<file path="src/rtl/i2c_cond_pkg.sv">
package i2c_cond_pkg;

   typedef enum logic [1:0] {
      PH_IDLE  = 2'd0,
      PH_SETUP = 2'd1,
      PH_HOLD  = 2'd2,
      PH_DONE  = 2'd3
   } phase_e;

   typedef enum logic {
      COND_STOP  = 1'b0,
      COND_START = 1'b1
   } cond_e;

   typedef struct packed {
      logic  valid;
      cond_e kind;
   } cond_req_t;

   function automatic int max_of(input int a, input int b);
      return (a > b) ? a : b;
   endfunction

endpackage

</file>
<file path="src/rtl/cond_timing_sel.sv">
module cond_timing_sel #(
   parameter int CNT_W      = 5,
   parameter int STD_SETUP  = 17,
   parameter int STD_HOLD   = 20,
   parameter int STD_BUSY   = 12,
   parameter int FAST_SETUP = 7,
   parameter int FAST_HOLD  = 10,
   parameter int FAST_BUSY  = 6,
   parameter bit HAS_FAST   = 1'b1
) (
   input  logic             fast_mode,
   output logic [CNT_W-1:0] setup_len,
   output logic [CNT_W-1:0] hold_len,
   output logic [CNT_W-1:0] busy_len
);
   generate
      if (HAS_FAST) begin : g_two_speed
         always_comb begin
            if (fast_mode) begin
               setup_len = CNT_W'(FAST_SETUP);
               hold_len  = CNT_W'(FAST_HOLD);
               busy_len  = CNT_W'(FAST_BUSY);
            end else begin
               setup_len = CNT_W'(STD_SETUP);
               hold_len  = CNT_W'(STD_HOLD);
               busy_len  = CNT_W'(STD_BUSY);
            end
         end
      end else begin : g_std_only
         logic unused_fast;
         assign unused_fast = fast_mode;
         assign setup_len   = CNT_W'(STD_SETUP);
         assign hold_len    = CNT_W'(STD_HOLD);
         assign busy_len    = CNT_W'(STD_BUSY);
      end
   endgenerate
endmodule

</file>
<file path="src/rtl/cond_req_decode.sv">
module cond_req_decode
   import i2c_cond_pkg::*;
(
   input  logic      wr_stat,
   input  logic      wr_master,
   input  logic      wr_xmit,
   input  logic      wr_busy,
   input  logic      if_enable,
   input  logic      seq_idle,
   output cond_req_t req
);
   always_comb begin
      req.valid = wr_stat & if_enable & wr_master & wr_xmit & seq_idle;
      req.kind  = wr_busy ? COND_START : COND_STOP;
   end
endmodule

</file>
<file path="src/rtl/cond_seq_fsm.sv">
module cond_seq_fsm
   import i2c_cond_pkg::*;
#(
   parameter int CNT_W = 5
) (
   input  logic             clk,
   input  logic             rst_n,
   input  cond_req_t        req,
   input  logic [CNT_W-1:0] setup_len,
   input  logic [CNT_W-1:0] hold_len,
   output phase_e           phase,
   output cond_e            kind_q,
   output logic             start_finish
);
   logic [CNT_W-1:0] cnt;
   logic [CNT_W-1:0] setup_q;
   logic [CNT_W-1:0] hold_q;
   logic             setup_last;
   logic             hold_last;

   assign setup_last   = (cnt == setup_q - CNT_W'(1));
   assign hold_last    = (cnt == hold_q - CNT_W'(1));
   assign start_finish = (phase == PH_HOLD) && hold_last && (kind_q == COND_START);

   always_ff @(posedge clk) begin
      if (!rst_n) begin
         phase   <= PH_IDLE;
         cnt     <= '0;
         kind_q  <= COND_STOP;
         setup_q <= '0;
         hold_q  <= '0;
      end else begin
         case (phase)
            PH_IDLE: begin
               if (req.valid) begin
                  phase   <= PH_SETUP;
                  cnt     <= '0;
                  kind_q  <= req.kind;
                  setup_q <= setup_len;
                  hold_q  <= hold_len;
               end
            end
            PH_SETUP: begin
               if (setup_last) begin
                  phase <= PH_HOLD;
                  cnt   <= '0;
               end else begin
                  cnt <= cnt + CNT_W'(1);
               end
            end
            PH_HOLD: begin
               if (hold_last) begin
                  phase <= (kind_q == COND_START) ? PH_DONE : PH_IDLE;
                  cnt   <= '0;
               end else begin
                  cnt <= cnt + CNT_W'(1);
               end
            end
            default: phase <= PH_IDLE;
         endcase
      end
   end

   // the phase counter never passes the latched length
   assert_setup_in_range_R4: assert property (@(posedge clk) disable iff (!rst_n)
      (phase == PH_SETUP) |-> (cnt < setup_q));
   assert_hold_in_range_R5: assert property (@(posedge clk) disable iff (!rst_n)
      (phase == PH_HOLD) |-> (cnt < hold_q));
   // a running sequence keeps its condition
   assert_kind_stable_R9: assert property (@(posedge clk) disable iff (!rst_n)
      (phase != PH_IDLE) |=> $stable(kind_q) || (phase == PH_SETUP && $past(phase) == PH_IDLE));
endmodule

</file>
<file path="src/rtl/busy_tracker.sv">
module busy_tracker
   import i2c_cond_pkg::*;
#(
   parameter int CNT_W = 5
) (
   input  logic             clk,
   input  logic             rst_n,
   input  cond_req_t        req,
   input  logic [CNT_W-1:0] busy_len,
   output logic             bus_busy
);
   logic             running;
   logic [CNT_W-1:0] age;
   logic [CNT_W-1:0] len_q;
   cond_e            kind_q;

   always_ff @(posedge clk) begin
      if (!rst_n) begin
         running  <= 1'b0;
         age      <= '0;
         len_q    <= '0;
         kind_q   <= COND_STOP;
         bus_busy <= 1'b0;
      end else if (req.valid) begin
         running <= 1'b1;
         age     <= '0;
         len_q   <= busy_len;
         kind_q  <= req.kind;
      end else if (running) begin
         if (age == len_q - CNT_W'(1)) begin
            running  <= 1'b0;
            bus_busy <= (kind_q == COND_START);
         end else begin
            age <= age + CNT_W'(1);
         end
      end
   end

   // the flag moves only at the end of a timed window
   assert_busy_moves_timed_R7: assert property (@(posedge clk) disable iff (!rst_n)
      !$stable(bus_busy) |-> $past(running));
endmodule

</file>
<file path="src/rtl/i2c_cond_gen.sv">
module i2c_cond_gen
   import i2c_cond_pkg::*;
#(
   parameter int STD_SETUP  = 17,
   parameter int STD_HOLD   = 20,
   parameter int STD_BUSY   = 12,
   parameter int FAST_SETUP = 7,
   parameter int FAST_HOLD  = 10,
   parameter int FAST_BUSY  = 6,
   parameter bit HAS_FAST   = 1'b1,
   parameter int BITCNT_W   = 3
) (
   input  logic                clk,
   input  logic                rst_n,
   input  logic                fast_mode,
   input  logic                if_enable,
   input  logic                wr_stat,
   input  logic                wr_master,
   input  logic                wr_xmit,
   input  logic                wr_busy,
   input  logic                bit_tick,
   output logic                scl_pull,
   output logic                sda_pull,
   output logic                scl_line,
   output logic                sda_line,
   output logic                bus_busy,
   output logic [BITCNT_W-1:0] bit_cnt,
   output logic                byte_go,
   output logic                seq_active
);
   localparam int MAX_LEN = max_of(max_of(max_of(STD_SETUP, STD_HOLD), STD_BUSY),
                                   max_of(max_of(FAST_SETUP, FAST_HOLD), FAST_BUSY));
   localparam int CNT_W   = $clog2(MAX_LEN + 1);

   generate
      if (STD_SETUP < 1 || STD_HOLD < 1 || STD_BUSY < 1 ||
          FAST_SETUP < 1 || FAST_HOLD < 1 || FAST_BUSY < 1) begin : g_bad_len
         $error("all condition lengths must be at least one cycle");
      end
      if (STD_BUSY > STD_SETUP + STD_HOLD || FAST_BUSY > FAST_SETUP + FAST_HOLD) begin : g_bad_busy
         $error("busy delay must end inside its condition sequence");
      end
      if (BITCNT_W < 1) begin : g_bad_bitcnt
         $error("bit counter needs at least one bit");
      end
   endgenerate

   logic [CNT_W-1:0] setup_len;
   logic [CNT_W-1:0] hold_len;
   logic [CNT_W-1:0] busy_len;
   cond_req_t        req;
   phase_e           phase;
   cond_e            kind_q;
   logic             start_finish;
   logic             line_hold;

   cond_timing_sel #(
      .CNT_W(CNT_W), .STD_SETUP(STD_SETUP), .STD_HOLD(STD_HOLD), .STD_BUSY(STD_BUSY),
      .FAST_SETUP(FAST_SETUP), .FAST_HOLD(FAST_HOLD), .FAST_BUSY(FAST_BUSY),
      .HAS_FAST(HAS_FAST)
   ) u_timing (
      .fast_mode(fast_mode), .setup_len(setup_len), .hold_len(hold_len), .busy_len(busy_len)
   );

   cond_req_decode u_decode (
      .wr_stat(wr_stat), .wr_master(wr_master), .wr_xmit(wr_xmit), .wr_busy(wr_busy),
      .if_enable(if_enable), .seq_idle(phase == PH_IDLE), .req(req)
   );

   cond_seq_fsm #(.CNT_W(CNT_W)) u_fsm (
      .clk(clk), .rst_n(rst_n), .req(req), .setup_len(setup_len), .hold_len(hold_len),
      .phase(phase), .kind_q(kind_q), .start_finish(start_finish)
   );

   busy_tracker #(.CNT_W(CNT_W)) u_busy (
      .clk(clk), .rst_n(rst_n), .req(req), .busy_len(busy_len), .bus_busy(bus_busy)
   );

   always_ff @(posedge clk) begin
      if (!rst_n) begin
         line_hold <= 1'b0;
         bit_cnt   <= '0;
      end else begin
         if (phase == PH_DONE)
            line_hold <= 1'b1;
         else if (req.valid && req.kind == COND_STOP)
            line_hold <= 1'b0;
         if (start_finish)
            bit_cnt <= '0;
         else if (bit_tick && phase == PH_IDLE)
            bit_cnt <= bit_cnt + BITCNT_W'(1);
      end
   end

   always_comb begin
      scl_pull = 1'b0;
      sda_pull = 1'b0;
      case (phase)
         PH_IDLE: begin
            scl_pull = line_hold;
            sda_pull = line_hold;
         end
         PH_SETUP: sda_pull = (kind_q == COND_STOP);
         PH_HOLD:  sda_pull = (kind_q == COND_START);
         PH_DONE: begin
            scl_pull = 1'b1;
            sda_pull = 1'b1;
         end
         default: ;
      endcase
   end

   assign scl_line   = ~scl_pull;
   assign sda_line   = ~sda_pull;
   assign byte_go    = (phase == PH_DONE);
   assign seq_active = (phase != PH_IDLE);

   // a sequence only starts from an enabled write
   assert_start_needs_write_R3: assert property (@(posedge clk) disable iff (!rst_n)
      $rose(seq_active) |-> $past(wr_stat && if_enable && wr_master && wr_xmit));
   // SDA only falls during a sequence while SCL is released
   assert_sda_falls_scl_high_R4: assert property (@(posedge clk) disable iff (!rst_n)
      ($rose(sda_pull) && seq_active && !byte_go) |-> !scl_pull);
   // hand-off is a single pulse with a cleared bit counter
   assert_go_single_R8: assert property (@(posedge clk) disable iff (!rst_n)
      byte_go |=> !byte_go);
   assert_go_bitcnt_zero_R8: assert property (@(posedge clk) disable iff (!rst_n)
      byte_go |-> (bit_cnt == '0));
endmodule

</file>
<file path="config.mk">
export PLATFORM = sky130hd
export DESIGN_NAME = i2c_cond_gen
export DESIGN_NICKNAME = d
export VERILOG_FILES = /design/src/rtl/i2c_cond_pkg.sv /design/src/rtl/cond_timing_sel.sv /design/src/rtl/cond_req_decode.sv /design/src/rtl/cond_seq_fsm.sv /design/src/rtl/busy_tracker.sv /design/src/rtl/i2c_cond_gen.sv
export SDC_FILE = /design/constraint.sdc
export NUM_CORES = 1
export LEC_CHECK = 0
export ABC_AREA = 1
export CAP_MARGIN = 20
export CORE_MARGIN = 1.5
export CORE_UTILIZATION = 59
export DETAILED_ROUTE_END_ITERATION = 10
export GPL_ROUTABILITY_DRIVEN = 0
export PLACE_DENSITY = 0.81
export SLEW_MARGIN = 10
export SYNTH_ARGS = -nofsm -noshare
export SYNTH_HDL_FRONTEND = slang
export SYNTH_HIERARCHICAL = 1
export SYNTH_SLANG_ARGS = --single-unit
</file>
<file path="constraint.sdc">
create_clock -name clk -period 2.4 [get_ports clk]
set_input_delay 0.48 -clock clk [delete_from_list [all_inputs] [get_ports clk]]
set_output_delay 0.48 -clock clk [all_outputs]
set_load 0.005 [all_outputs]
</file>
==> out/results.txt <==
Clock transition at the registers of the reported paths - 0.08 ns
# rows - 22
Port Buffers - 18
Total gr overflow - 0
CP max stage delay - 0.52 ns
Setup Buffers After CTS - 0
Slowest stage cell on the critical path - clkdlybuf4s50_1
Average routed wire per standard cell - 9.92 µm
Ports - 19
CP dominant cell by count - nand2_1
Main flop type after synthesis - dfxtp_1
Delay-heaviest family, CP - buffers and inverters
Period utilization - 93.0%
Antenna Nets Post-Route - 0
H-tree depth reported by CTS - 2
Vias per inst - 4.85
Crit. End Element - output pin
PwrDens - 723 mW/mm²
Adder-cell area share of the yosys netlist - 7.05%
Met2 Resource Use GR - 37.8%
Grt met3 use - 5.14%
Area grow syn2layout - 9.05%
Ys Warns - 6
Slew Limit Fails - 0
DRT Pass-1 Iters - 4
# setup viols final - 0
Grt met1 use - 28.1%
Initial antenna violation count - 0
Drt initial violations - 87
Post-Syn Area - 0.00231 mm²
Syn_area_per_cell - 6.39 µm²
Peak Freq - 448 MHz
Critical path type - register to output pin
Hold crit path type - register to register
CTS root buf - clkbuf_8
Layout fillers - 337
Num CTS Buffers - 5
Layout cells sized above 1 - 9.97%
Die Y - 65.6 µm
Synth Instances - 361
Largest net degree at the start of global routing - 21
Sink Count - 35
Pleak - 1.13 nW
CP arrival - 1.75 ns
Cts-stage hold buffer count - 0
Ys async rst share - 0%
XOR/XNOR Fraction of Synth Area - 2.28%
RSZ-0062 raised after global routing - no
N_diodes - 0
VDD IR max - 0.000486 V
Worst-Margin Slew - 0.548 ns
CTS max path bufs - 2
Die Span X - 65.6 µm
First-pass GRT wire length - 7540 µm
DRC - 0
Sequential share of the synthesized area - 30.4%
Mux share of post-synthesis cell area - 0%
Top Usage Layer GRT - met2
Final wirelength - 4160 µm
Final core utilization - 67.7%
Number of flops mapped to enable cells by yosys - 0
Worst-Skew Late Latency - 0.29 ns
Yosys reg bits - 35
CP Buf/Inv Count - 2
Core area - 0.00372 mm²
Die area - 0.00430 mm²
Setup TNS Final - 0 ns
Worst setup SP type - register
Final nets - 392
Max FO, Critical Path - 6
Worst endpoint required time - 1.92 ns
Overall routing resource usage - 22.3%
Max Cap Viol - 0
HPWL after detailed placement - 3130 µm
Fin. Hold Viols - 0
Initial Util - 62.1%
Synth Area in Simple Gates - 34.5%
Setup WS pre-CTS - 0.313 ns
TritonCTS clock tree - built
Status - completed
Crit-path cells - inv_1 -> ha_1 -> nand2_1 -> nand2_1 -> nor2_1 -> clkdlybuf4s50_1
Synth Area in Compound Gates - 10.4%
Slew margin rel. - 63.4%
Largest family of logic cells by synthesized area - simple AND/OR/NAND/NOR gates
Vias in the first global route - 1814
Final worst slack - 0.168 ns
Clock skew - 0.00804 ns
Yosys cell types - 27
Min Tclk post-route - 2.23 ns
Via count - 2033
## worst reg2reg max path: cells and delay by family, from the launching register on
kind	cells	cell delay, ns
simple gates	6	0.99
flops	1	0.37
fa+ha+maj	1	0.23
compound gates	1	0.14
buf+inv	1	0.10
## layout make-up
class | count | area (µm²) | area share (%)
clock buffers | 5 | 68.8 | 2.73
clock inverters | 3 | 20.0 | 0.795
inverters | 53 | 199 | 7.90
multi-input cells | 255 | 1270 | 50.5
flip-flops and latches | 35 | 702 | 27.9
well taps | 48 | 60.1 | 2.39
repair buffers | 20 | 195 | 7.75
## placed cells by master (no fill, tap or decap)
cell type / count
xor2_1: 4
nand2_1: 96
clkbuf_8: 5
clkdlybuf4s50_1: 18
inv_1: 46
dfxtp_1: 34
nand3_1: 24
nand4_1: 2
nor2_2: 6
inv_2: 6
a21oi_1: 26
or2_2: 1
nor2_1: 42
o21ai_1: 1
ha_1: 13
conb_1: 6
dfxtp_2: 1
nand2_4: 2
nand3_4: 1
o21ai_0: 19
clkinvlp_4: 2
xnor2_1: 2
a21oi_2: 1
buf_4: 2
clkinv_1: 1
clkinv_2: 1
nand2_2: 8
nor2_4: 1
## per-layer routing
| layer | part of all wire (%) | routed length [µm] | up-vias |
|---|---|---|---|
| met4 | 0.94 | 39 | 0 |
| met5 | 0 | 0 | - |
| li1 | - | - | 1111 |
| met2 | 45 | 1850 | 36 |
| met1 | 50 | 2070 | 882 |
| met3 | 4.6 | 192 | 4 |
## registers in the layout, summed over array words and instances (netlist names)
signal and count:
u_fsm/kind_q 1, u_busy/running 1, u_busy/kind_q 1, u_busy/bus_busy 1, u_fsm/setup_q 5, u_busy/age 5
bit_cnt 3, u_fsm/cnt 5, u_fsm/phase 2, u_busy/len_q 5, u_fsm/hold_q 5, line_hold 1
## worst paths after layout
kind | start | endpoint | slack (ns) | depth (start not counted)
worst min register to register | u_fsm/setup_q[4]$_SDFFE_PN0P_ | u_fsm/setup_q[4]$_SDFFE_PN0P_ | 0.47 | 2
worst max-delay path | u_fsm/phase[1]$_SDFFE_PN0P_ | sda_line | 0.17 | 6
worst max register to register | u_fsm/phase[1]$_SDFFE_PN0P_ | u_fsm/cnt[2]$_SDFFE_PN0P_ | 0.50 | 9
worst min-delay path | u_fsm/setup_q[4]$_SDFFE_PN0P_ | u_fsm/setup_q[4]$_SDFFE_PN0P_ | 0.47 | 2
## stage by stage
step	hold slack (ns)	power (mW)	instances	instance area, µm²
final	0.468	1.82	419	2520
after global routing	0.500	1.98	419	2520
after CTS	0.469	1.83	419	2520
after detailed placement	0.458	1.40	411	2430
after global placement	0.453	1.39	411	2430
after floorplan	0.442	1.22	365	2320
## cell usage after synthesis (3+ instances only)
cell type	n	area, µm²
nand2_1	96	360
dfxtp_1	35	701
a21oi_1	26	130
nor2_2	6	37.5
clkbuf_1	3	11.3
xor2_1	4	35.0
nand2_2	8	50.1
nand3_1	24	120
ha_1	13	163
nor2_1	42	158
inv_2	6	22.5
o21ai_0	19	95.1
buf_4	16	120
inv_1	46	173
## power breakdown
group | switching (mW) | leakage [nW] | total, mW | internal, mW
clock network | 0.224 | 0.0402 | 0.426 | 0.202
logic | 0.397 | 0.807 | 0.700 | 0.303
registers | 0.0576 | 0.284 | 0.694 | 0.637
total | 0.679 | 1.13 | 1.82 | 1.14
## what timing repair did
item                                    4_1_cts  5_1_grt
resized for setup                             0        1
hold endpoints to repair                      0        0
endpoints found under the setup margin        0        3
## logic make-up after synthesis
kind of cell,count (synthesis)
flops,35
compound gates,47
buf+inv,75
other cells,2
xor+xnor,6
simple gates,183
fa+ha+maj,13
(Power assumes the default switching activity.)
